### src/rtl/aux_pwm_pkg.sv
package aux_pwm_pkg;

  localparam int ADDR_W = 3;

  typedef enum logic [ADDR_W-1:0] {
    ADDR_PER0 = 3'd0,
    ADDR_PER1 = 3'd1,
    ADDR_ON0  = 3'd2,
    ADDR_ON1  = 3'd3,
    ADDR_MODE = 3'd4
  } auxAddr_t;

  typedef struct packed {
    logic restart;
    logic advance;
  } auxStrobe_t;

endpackage

### src/rtl/aux_pwm_ctrl.sv
module aux_pwm_ctrl
  import aux_pwm_pkg::*;
#(
  parameter int DW = 8
) (
  input  logic              clk,
  input  logic              rstN,
  input  logic              tick,
  input  logic              wrEn,
  input  logic [ADDR_W-1:0] wrAddr,
  input  logic [DW-1:0]     wrData,
  output auxStrobe_t        strb,
  output logic [DW-1:0]     per0,
  output logic [DW-1:0]     per1,
  output logic [DW-1:0]     on0,
  output logic [DW-1:0]     on1,
  output logic              modeIndep
);

  localparam logic [DW-1:0] PER_RESET = '1;

  auxAddr_t addrQ;
  logic     restartQ;
  logic     phase;
  logic     hitsTimer;

  assign addrQ     = auxAddr_t'(wrAddr);
  assign hitsTimer = wrEn && (addrQ == ADDR_PER0 || addrQ == ADDR_PER1 ||
                              addrQ == ADDR_MODE);

  always_ff @(posedge clk) begin
    if (!rstN) begin
      per0      <= PER_RESET;
      per1      <= PER_RESET;
      on0       <= '0;
      on1       <= '0;
      modeIndep <= 1'b0;
    end else if (wrEn) begin
      unique case (addrQ)
        ADDR_PER0: per0      <= wrData;
        ADDR_PER1: per1      <= wrData;
        ADDR_ON0:  on0       <= wrData;
        ADDR_ON1:  on1       <= wrData;
        ADDR_MODE: modeIndep <= wrData[0];
        default:   ;
      endcase
    end
  end

  // restart is issued one cycle after the write so that the datapath
  // loads its start values from the already-updated registers
  always_ff @(posedge clk) begin
    if (!rstN) begin
      restartQ <= 1'b0;
      phase    <= 1'b0;
    end else begin
      restartQ <= hitsTimer;
      if (restartQ)  phase <= 1'b0;
      else if (tick) phase <= ~phase;
    end
  end

  assign strb.restart = restartQ;
  assign strb.advance = tick && phase && !restartQ;

  assert_advance_half_rate_R2: assert property (@(posedge clk) disable iff (!rstN)
    strb.advance |=> !strb.advance);

  assert_restart_clears_phase_R9: assert property (@(posedge clk) disable iff (!rstN)
    strb.restart |=> !strb.advance);

endmodule

### src/rtl/aux_pwm_channel.sv
module aux_pwm_channel #(
  parameter int DW = 8
) (
  input  logic          clk,
  input  logic          rstN,
  input  logic          restart,
  input  logic          advance,
  input  logic [DW-1:0] limit,
  input  logic [DW-1:0] startCnt,
  input  logic [DW-1:0] startOn,
  input  logic [DW-1:0] onReg,
  output logic [DW-1:0] cnt,
  output logic          pwmOut
);

  logic [DW-1:0] onQ;
  logic          atEnd;

  assign atEnd = (cnt == limit);

  always_ff @(posedge clk) begin
    if (!rstN) begin
      cnt <= '0;
      onQ <= '0;
    end else if (restart) begin
      cnt <= startCnt;
      onQ <= startOn;
    end else if (advance) begin
      if (atEnd) begin
        cnt <= '0;
        onQ <= onReg;
      end else begin
        cnt <= cnt + 1'b1;
      end
    end
  end

  assign pwmOut = (cnt < onQ);

  assert_rise_at_cycle_start_R3: assert property (@(posedge clk) disable iff (!rstN)
    $rose(pwmOut) |-> (cnt == '0));

endmodule

### src/rtl/aux_pwm_datapath.sv
module aux_pwm_datapath
  import aux_pwm_pkg::*;
#(
  parameter int DW    = 8,
  parameter int CHANS = 2
) (
  input  logic          clk,
  input  logic          rstN,
  input  auxStrobe_t    strb,
  input  logic [DW-1:0] per0,
  input  logic [DW-1:0] per1,
  input  logic [DW-1:0] on0,
  input  logic [DW-1:0] on1,
  input  logic          modeIndep,
  output logic [CHANS-1:0] pwm
);

  logic [DW-1:0] limit    [CHANS];
  logic [DW-1:0] startCnt [CHANS];
  logic [DW-1:0] startOn  [CHANS];
  logic [DW-1:0] onReg    [CHANS];
  logic [DW-1:0] cnt      [CHANS];

  always_comb begin
    limit[0]    = per0;
    startCnt[0] = '0;
    startOn[0]  = on0;
    onReg[0]    = on0;
    // offset mode: channel 1 shares period 0 and is preloaded so that
    // it wraps exactly per1+1 steps after channel 0 does
    limit[1]    = modeIndep ? per1 : per0;
    startCnt[1] = modeIndep ? '0 : (per0 - per1);
    startOn[1]  = modeIndep ? on1 : '0;
    onReg[1]    = on1;
  end

  for (genvar g = 0; g < CHANS; g++) begin : gChan
    aux_pwm_channel #(.DW(DW)) uChan (
      .clk      (clk),
      .rstN     (rstN),
      .restart  (strb.restart),
      .advance  (strb.advance),
      .limit    (limit[g]),
      .startCnt (startCnt[g]),
      .startOn  (startOn[g]),
      .onReg    (onReg[g]),
      .cnt      (cnt[g]),
      .pwmOut   (pwm[g])
    );
  end

  assert_restart_zeroes_timer_R9: assert property (@(posedge clk) disable iff (!rstN)
    strb.restart |=> (cnt[0] == '0));

  assert_offset_alignment_R6: assert property (@(posedge clk) disable iff (!rstN)
    (!modeIndep && (per1 < per0) && !strb.restart && !$stable(cnt[0]) &&
     (cnt[0] == per1 + 1'b1)) |-> (cnt[1] == '0));

endmodule

### src/rtl/dual_aux_pwm.sv
module dual_aux_pwm
  import aux_pwm_pkg::*;
#(
  parameter int DW = 8
) (
  input  logic          clk,
  input  logic          rstN,
  input  logic          tick,
  input  logic          wrEn,
  input  logic [2:0]    wrAddr,
  input  logic [DW-1:0] wrData,
  output logic          aux0,
  output logic          aux1
);

  auxStrobe_t    strb;
  logic [DW-1:0] per0, per1, on0, on1;
  logic          modeIndep;
  logic [1:0]    pwm;

  aux_pwm_ctrl #(.DW(DW)) uCtrl (
    .clk       (clk),
    .rstN      (rstN),
    .tick      (tick),
    .wrEn      (wrEn),
    .wrAddr    (wrAddr),
    .wrData    (wrData),
    .strb      (strb),
    .per0      (per0),
    .per1      (per1),
    .on0       (on0),
    .on1       (on1),
    .modeIndep (modeIndep)
  );

  aux_pwm_datapath #(.DW(DW), .CHANS(2)) uDp (
    .clk       (clk),
    .rstN      (rstN),
    .strb      (strb),
    .per0      (per0),
    .per1      (per1),
    .on0       (on0),
    .on1       (on1),
    .modeIndep (modeIndep),
    .pwm       (pwm)
  );

  assign aux0 = pwm[0];
  assign aux1 = pwm[1];

endmodule

### config.mk
export PLATFORM = sky130hd
export DESIGN_NAME = dual_aux_pwm
export DESIGN_NICKNAME = d
export VERILOG_FILES = /design/src/rtl/aux_pwm_pkg.sv /design/src/rtl/aux_pwm_ctrl.sv /design/src/rtl/aux_pwm_channel.sv /design/src/rtl/aux_pwm_datapath.sv /design/src/rtl/dual_aux_pwm.sv
export SDC_FILE = /design/constraint.sdc
export NUM_CORES = 1
export LEC_CHECK = 0
export ABC_AREA = 1
export BUFFER_PORTS_ARGS = -buffer_cell sky130_fd_sc_hd__buf_2
export CAP_MARGIN = 20
export CORE_ASPECT_RATIO = 0.9
export CORE_MARGIN = 1
export CORE_UTILIZATION = 25
export DETAILED_ROUTE_END_ITERATION = 10
export SKIP_CTS_REPAIR_TIMING = 1
export SYNTH_ARGS = -nofsm -noshare
export SYNTH_HDL_FRONTEND = slang
export SYNTH_SLANG_ARGS = --single-unit
### constraint.sdc
create_clock -name clk -period 1.6 [get_ports clk]
set_clock_uncertainty 0.15 [all_clocks]
set_input_delay 0.08 -clock clk [delete_from_list [all_inputs] [get_ports clk]]
set_output_delay 0.08 -clock clk [all_outputs]
set_load 0.01 [all_outputs]
Yosys cells after proc, flatten, opt, wreduce, memory -nomap -nowiden
Index checks and enable logic that the tools add are counted.

cells by class
  add/subtract/negate cells = 3
  multipliers = 0
  divide/modulo/power cells = 0
  $lt $le $gt $ge = 2
  equality and inequality tests = 6
  shifts and indexed selects = 0
  muxes and demuxes = 13
  bitwise operators = 2
  reduce and logical (&&, ||, !) cells = 18

operators with widths
  kind                                                              number
  8-bit two-way mux                                                 13
  8-bit by 1-bit adder with 8-bit output (second input constant)    2
  8-bit == test                                                     2
  8-bit < comparator                                                2
  2-bit AND reduction                                               7
  8-bit subtractor                                                  1
  3-bit by 2-bit == test with 1-bit output (second input constant)  2
  2-bit nonzero test                                                3
  3-bit by 1-bit == test with 1-bit output (second input constant)  1
  3-bit == test (second input constant)                             1
  1-bit logical AND                                                 3
  3-bit logical NOT                                                 1
  1-bit logical OR                                                  2
  1-bit NOT                                                         2
  2-bit OR reduction                                                1
  1-bit logical NOT                                                 1

word-level totals
  bits in registers = 67
  latch bits = 0
  bits in writable memories = 0
  ROM bits = 0
  output and inout bits = 2
  logic and storage cells = 55
  memories = 0

Logic depth before layout (Yosys ltp)
Gate-level depths: netlist of the first run.

  depth after elaboration = 5
  mapped depth = 14

Modules after synthesis
Synthesis of the first run repeated with hierarchy kept, for this count alone.

unflattened totals
  cell total of the unflattened synthesis = 688
  area, all modules = 4377.9 µm²

by module, submodules not included
  module            times used  cells each  area each (µm²)
  aux_pwm_channel   2           195         1223.7
  aux_pwm_ctrl      1           193         1400.1
  aux_pwm_datapath  1           105         530.5

Worst setup path after synthesis of the first run
OpenSTA, ideal clock, no wires.

  kind = register to register
  start = register uCtrl.per0[0]
  end = register uDp.gChan[1].uChan.cnt[6]
  library setup time = 0.109 ns
  arrival = 1.513 ns
  setup slack = -0.171 ns
  stages on the path, launching flop included = 13
  path buffers = 0
  clock period less this slack = 1.771 ns
  cell sequence = dfxtp_1 inv_1 ha_1 inv_1 fa_1 nand3_1 nand2_1 nand2_1 nand2_1 o21ai_0 nand3_1 nand2_1 inv_1

between the ends
  longest elaborated chain between the ends = 5
  elaborated cells between the ends (all ways) = 7
  those cells by class = add/sub (1); eq/ne (1); mux (5)

ends and longest elaborated chain
  element                                                   line                   source
  start: declaration                                        aux_pwm_ctrl.sv:13     output logic [DW-1:0] per0,
  start signal: assignment                                  aux_pwm_ctrl.sv:40     ADDR_PER0: per0 <= wrData;
  branches (longest 4 deep; another with 8-bit subtractor)  -
  8-bit two-way mux (*)                                     aux_pwm_channel.sv:25  end else if (restart) begin
  end signal: assignment                                    aux_pwm_channel.sv:26  cnt <= startCnt;
  end signal: assignment                                    aux_pwm_channel.sv:33  cnt <= cnt + 1'b1;
  end: declaration                                          aux_pwm_channel.sv:12  output logic [DW-1:0] cnt,

Mark *: on every way between the ends. The select of a mux whose other input is x is not followed.
A chain may end at the register's enable or synchronous reset.

Final worst setup path of the first run
  start = register uDp.gChan[0].uChan.cnt[1]
  end = output port aux0

between the ends
  longest elaborated chain between the ends = 1

ends and longest elaborated chain
  element                   line                   source
  start: declaration        aux_pwm_channel.sv:12
  start signal: assignment  aux_pwm_channel.sv:26
  start signal: assignment  aux_pwm_channel.sv:33
  8-bit < comparator        aux_pwm_channel.sv:38  assign pwmOut = (cnt < onQ);
  end: declaration          dual_aux_pwm.sv:12     output logic aux0,

No other way between the ends.

==> flow_metrics.py, run 1 <==
metrics = {
    "synthesis": {
        "yosys-top-cells-count": "133 x nand2_1, 73 x nor2_1, 67 x dfxtp_1, 59 x inv_1, 42 x nand3_1",
        "synth-seq-area-share_pct": 35.3,
        "yosysTopAreaCellShare_pct": 35.3,
        "synth-async-reset-ratio_pct": 0,
        "synth_edf_count": 0,
        "synth_fp_nets": 588,
        "ys_types": 40,
        "synth_top_area_cell": "dfxtp_1",
        "ys_ff_latch": 67,
        "ys.flop_type": "dfxtp_1",
        "syn_inst": 548,
        "ys_top_cells_by_area": "dfxtp_1 35%, nand2_1 13%, ha_1 7.9%",
        "syn_avg_cell_area_um2": 6.93,
        "netlist_area_um2": 3800,
        "yosys.cell_count.top_type": "nand2_1",
        "ys_warn_count": 0,
    },
    "finish": {
        "antenna_cells": 0,
        "final_cell_count_no_fill": 850,
        "syn_to_final_growth_pct": 51.0,
        "fin_area_um2": 5730,
        "fillCellCount": 1493,
        "fin_util_pct": 38.8,
        "layout-drive-gt1-share_pct": 37.4,
        "seqCellArea_um2": 1390,
        "multi_input_area_um2": 2690,
        "nets": 687,
    },
    "power_and_ir_drop": {
        "leakage_uw": 0.00253,
        "ir_worst_vdd_mv": 0.717,
        "power_density_nw_per_um2": 829,
    },
    "clocking": {
        "cts_buffer_depth": 2,
        "cts_sinks": 67,
        "cts_root_buf": "clkbuf_16",
        "clock_latency_ps": 340,
        "cts_tree": "yes",
        "numCtsBuffers": 9,
        "htreeDepth": 3,
        "path_clk_slew_ps": 60,
    },
    "setup_path": {
        "critPathTopFamily": "compound AO/OA/AOI/OAI gates",
        "cp_num_buf_inv": 1,
        "cp.arrival_ps": 1600,
        "critPathMaxFanout": 3,
        "worstSetupEndpointType": "output pin",
        "crit_path_max_incr_delay_ps": 360,
        "cp_cell_sequence": "ha_4 -> a21boi_1 -> o211ai_1 -> nand2_1 -> a21oi_2 -> buf_2",
        "critPathKind": "flop to output pin",
        "startpoint_type": "flop",
        "cp.required_ps": 1370,
        "crit_path_top_delay_cell": "dfxtp_4",
    },
    "place": {
        "numPortBuffers": 16,
        "dp.cells": 808,
        "place_area_um2": 4540,
        "gp_congestion": 0.847,
        "hpwl_um": 7200,
    },
    "job": {
        "max_cap_violations": 0,
    },
    "sta": {
        "tightestPinTransition_ps": 448,
        "slew_violations": 0,
        "fin_ws_ps": -235,
        "fin_crit_sh_pct": 115,
        "setup_viol": 19,
        "holdWs_ps": -15.2,
        "relSlewSlack_pct": 69.4,
        "final_hold_viol_count": 2,
        "fmax_mhz": 545,
        "rsz0062_at_grt": "yes",
        "period_needed_ps": 1830,
        "setup-tns-final_ps": -1880,
    },
    "detailed_routing": {
        "routed_wl_um": 11200,
        "drtPass1Iterations": 4,
        "vias": 3841,
        "postRouteAntennaNets": 0,
        "post_drt_wl_per_cell_um": 13.1,
        "drc": 0,
        "drtIter0Drc": 180,
        "via_per_inst": 4.52,
    },
    "hold_path": {
        "worstHoldPathType": "input port to flop",
    },
    "floorplan": {
        "rows": 42,
        "initial_core_util_pct": 25.7,
        "core_area_um2": 14800,
        "chipHeight_um": 119,
        "dieArea_um2": 15700,
        "ios": 17,
        "dieWidth_um": 132,
    },
    "global_route": {
        "grt_overflow_total": 0,
        "grt_max_degree": 35,
        "antenna_found_initial": 0,
        "grt_pass1_vias": 3365,
        "grt_pass1_wl_um": 16600,
        "grt_usage_pct": 13.3,
    },
    "status": {
        "status": "finished with violations",
        "violations": "hold timing, setup timing",
    },
}
## metal layers
metal	part of all wire, %	up-vias	global-route usage, %
met5	0	-	0
met4	1.3	0	4.00
met3	5.6	11	2.81
met2	46	67	19.8
met1	47	1784	18.9
li1	-	1979	-
## worst paths after layout
check | from | endpoint | slack, ps | cells past startpoint
setup / recovery | uDp.gChan[0].uChan.cnt[1] | aux0 | -230 | 6
hold reg to reg | uDp.gChan[1].uChan.onQ[7] | uDp.gChan[1].uChan.onQ[7] | 320 | 2
setup reg to reg | uCtrl.modeIndep | uDp.gChan[1].uChan.onQ[6] | -130 | 12
hold / removal | tick | uDp.gChan[0].uChan.cnt[1] | -20 | 4
## worst reg2reg max path, delay by kind of cell, from the launching register on
family / cells / cell delay [ps]
simple gates: 10 / 860
flops: 1 / 400
buf+inv: 2 / 210
## final cells by class
| class | instances | share of cell area (%) |
|---|---|---|
| Clock buffer | 10 | 4.17 |
| Clock inverter | 6 | 1.24 |
| Inverter | 61 | 4.17 |
| Multi-Input combinational cell | 404 | 46.9 |
| Sequential cell | 67 | 24.3 |
| Tap cell | 198 | 4.32 |
| Timing Repair Buffer | 104 | 15.0 |
## logic make-up after synthesis
family                   Yosys count  share of synthesized area, %
AO/OA/AOI/OAI                     90                          13.3
XOR/XNOR                          17                          3.92
adder cells (fa/ha/maj)           25                          8.44
buffers and inverters             78                          8.44
flip-flops                        67                          35.3
AND/OR/NAND/NOR                  271                          30.6
## state kept, by name, summed over array words and instances, names as in the netlist
signal               flops
uCtrl.modeIndep          1
uCtrl.on0                8
uCtrl.on1                8
uCtrl.per0               8
uCtrl.per1               8
uCtrl.phase              1
uCtrl.restartQ           1
uDp.gChan.uChan.cnt     16
uDp.gChan.uChan.onQ     16
## cells in the final DEF (no fill, tap or decap), drive strengths merged
cell | netlist | layout
nand2 | 137 | 138
buf | 5 | 89
nor2 | 75 | 75
dfxtp | 67 | 67
inv | 60 | 62
nand3 | 43 | 43
o21ai | 41 | 41
a21oi | 29 | 29
ha | 24 | 24
dlygate4sd3 | 0 | 14
xor2 | 11 | 11
clkbuf | 12 | 11
o211ai | 10 | 10
nand3b | 6 | 6
a31oi | 6 | 6
xnor2 | 6 | 6
nor3 | 5 | 5
nor3b | 3 | 3
clkinvlp | 0 | 2
clkinv | 1 | 2
a21boi | 1 | 1
a2111oi | 1 | 1
o21a | 1 | 1
a21o | 1 | 1
or2 | 1 | 1
nand4 | 1 | 1
fa | 1 | 1
bufinv | 0 | 1
## report_power, final
group / internal (uW) / switching, uW
combinational: 395 / 467
clock: 1260 / 823
sequential: 1730 / 69.0
## through the flow
stage | setup slack (ps) | total power (uW)
finish | -235 | 4750
global placement | -150 | 2460
floorplan | -63.9 | 2220
detailed placement | -169 | 2470
global route | -312 | 4940
CTS | -372 | 4550
No activity file was read; power rests on OpenSTA's default activity.
==> run 2: changes to the inputs <==
MAX_ROUTING_LAYER = met4   (was not set)
PLACE_DENSITY_LB_ADDON = 0.2   (was not set)
==> run 2 against run 1 <==
  * The flow still finishes with violations (hold timing, setup timing)
  * Sequential share of layout area up 1.1 points
  * Routed wire length decreased by 2.2%
  * Clock power is 6% higher
  * Sequential cell count unchanged
  * Global-route usage rose by 1.5 points
  * Critical path depth unchanged
  * First-iteration DRC count down 4.4%
  * Combinational power fell by 10%
  * Setup slack gained 25 ps
  * Cell count is 1.3% lower
  * Hold slack gained 12 ps
  * Clock-buffer cell count unchanged
==> flow_metrics.py, run 2 (synthesis results as in run 1) <==
metrics = {
    "sta": {
        "rsz0062_at_grt": "yes",
        "tightestPinTransition_ps": 430,
        "fin_ws_ps": -210,
        "relSlewSlack_pct": 71.3,
        "holdWs_ps": -3.45,
        "fmax_mhz": 552,
        "setup_viol": 18,
        "period_needed_ps": 1810,
        "slew_violations": 0,
        "fin_crit_sh_pct": 113,
        "final_hold_viol_count": 2,
    },
    "finish": {
        "layout-drive-gt1-share_pct": 31.7,
        "layout_common_cells": "113 x nand2_1, 67 x nor2_1, 56 x buf_4",
        "final_cell_count_no_fill": 839,
        "fin_util_pct": 37.0,
        "syn_to_final_growth_pct": 43.7,
        "final_common_cell": "nand2_1",
        "nets": 676,
        "antenna_cells": 0,
        "fillCellCount": 1538,
        "top_regs": "uDp.gChan.uChan.cnt x16, uDp.gChan.uChan.onQ x16",
    },
    "setup_path": {
        "rr_startpoint": "uCtrl.per0[0]",
        "rrSetupSlack_ps": -130,
        "critPathLaunch": "uDp.gChan[0].uChan.cnt[1]",
        "cp.required_ps": 1370,
        "worstSetupEndpointType": "output pin",
        "cp_cell_sequence": "ha_4 -> a21boi_1 -> o211ai_1 -> nand2_1 -> a21oi_2 -> buf_2",
        "cp.arrival_ps": 1580,
        "startpoint_type": "flop",
        "crit_path_top_delay_cell": "dfxtp_4",
        "cp_num_buf_inv": 1,
        "critPathMaxFanout": 4,
        "crit_path_max_incr_delay_ps": 360,
        "critPathTopFamily": "compound AO/OA/AOI/OAI gates",
        "critPathKind": "flop to output pin",
    },
    "place": {
        "hpwl_um": 7930,
        "pre_cts_slack_ps": -180,
        "gp_congestion": 0.799,
        "dp.cells": 804,
        "numPortBuffers": 16,
    },
    "clocking": {
        "cts_sinks": 67,
        "cts_root_buf": "clkbuf_16",
        "cts_tree": "yes",
        "numCtsBuffers": 9,
        "cts_buffer_depth": 2,
        "path_clk_slew_ps": 60,
        "clock_latency_ps": 350,
        "htreeDepth": 3,
    },
    "detailed_routing": {
        "vias": 3738,
        "post_drt_wl_per_cell_um": 13.0,
        "drtPass1Iterations": 5,
        "routed_wl_um": 10900,
        "via_per_inst": 4.46,
        "drc": 0,
        "postRouteAntennaNets": 0,
        "drtIter0Drc": 172,
    },
    "power_and_ir_drop": {
        "switching_power_uw": 1290,
        "pwr-share-seq_pct": 37.6,
        "finalPower_uw": 4780,
        "power_density_nw_per_um2": 876,
        "ir_worst_vdd_mv": 0.468,
        "swShare_pct": 27.1,
        "leakage_uw": 0.00245,
        "power.share.clock_pct": 46.2,
        "p_int_uw": 3480,
        "p_comb_share_pct": 16.2,
    },
    "global_route": {
        "grt_overflow_total": 0,
        "grt_usage_pct": 14.7,
        "grt_pass1_vias": 3500,
        "grt_max_degree": 41,
        "antenna_found_initial": 0,
        "grt_pass1_wl_um": 17400,
    },
    "status": {
        "status": "finished with violations",
        "violations": "hold timing, setup timing",
    },
    "floorplan": {
        "dieWidth_um": 132,
        "initial_core_util_pct": 25.7,
        "rows": 42,
        "dieArea_um2": 15700,
        "core_area_um2": 14800,
        "ios": 17,
        "chipHeight_um": 119,
    },
    "job": {
        "max_cap_violations": 0,
    },
    "hold_path": {
        "hold_start": "tick",
        "worstHoldPathType": "input port to flop",
    },
}
[run 2: cell types whose count changed in the layout (fill, tap and decap cells not counted), moves of 4 or more]
cell	before	now
nand3_1	24	30
nand3_2	18	12
inv_1	49	53
nand2_1	104	113
nand2_2	23	18
buf_4	63	56
[run 2: worst paths after layout]
| kind | end | cells after the start |
|---|---|---|
| worst min register to register | uDp.gChan[1].uChan.onQ[7] | 2 |
| worst min-delay path | uDp.gChan[0].uChan.cnt[1] | 4 |
| worst max register to register | uDp.gChan[1].uChan.cnt[6] | 13 |
| worst max-delay path | aux0 | 6 |
[run 2: area by class of cell]
type	count	area, um2	area share [%]
multi-input cells	404	2530	46.4
clock buffers	10	239	4.38
well taps	198	248	4.54
repair buffers	93	732	13.4
flip-flops and latches	67	1380	25.3
inverters	61	234	4.29
clock inverters	6	87.6	1.61
[run 2: metal layers]
metal	GRT usage [%]	vias up	share of wire [%]
li1	-	1950	-
met1	19.9	1721	50
met2	21.5	53	44
met3	2.21	14	3.9
met4	6.83	0	2.1
met5	-	-	0
[run 2: through the flow]
| stage | hold slack (ps) | setup TNS, ps | area (um2) |
|---|---|---|---|
| 5_1_grt | 21.6 | -3830 | 5460 |
| 4_1_cts | -209 | -3410 | 4830 |
| 6_report | -3.45 | -1310 | 5460 |
| 3_3_place_gp | 151 | -2080 | 4500 |
| 3_5_place_dp | 156 | -2170 | 4500 |
| 2_1_floorplan | 19.9 | -63.9 | 3810 |
[run 2: worst min-delay path, delay by kind of cell]
kind                   cells  cell delay, ps
AND/OR/NAND/NOR            2             200
buffers and inverters      1             100
AO/OA/AOI/OAI              1              80
[run 2: power groups by stage]
stage	Clock, uW	Sequential [uW]	Combinational (uW)
detailed placement	0	1830	638
CTS	2250	1790	642
global route	2330	1810	868
global placement	0	1830	631
finish	2210	1800	772
floorplan	0	1810	408
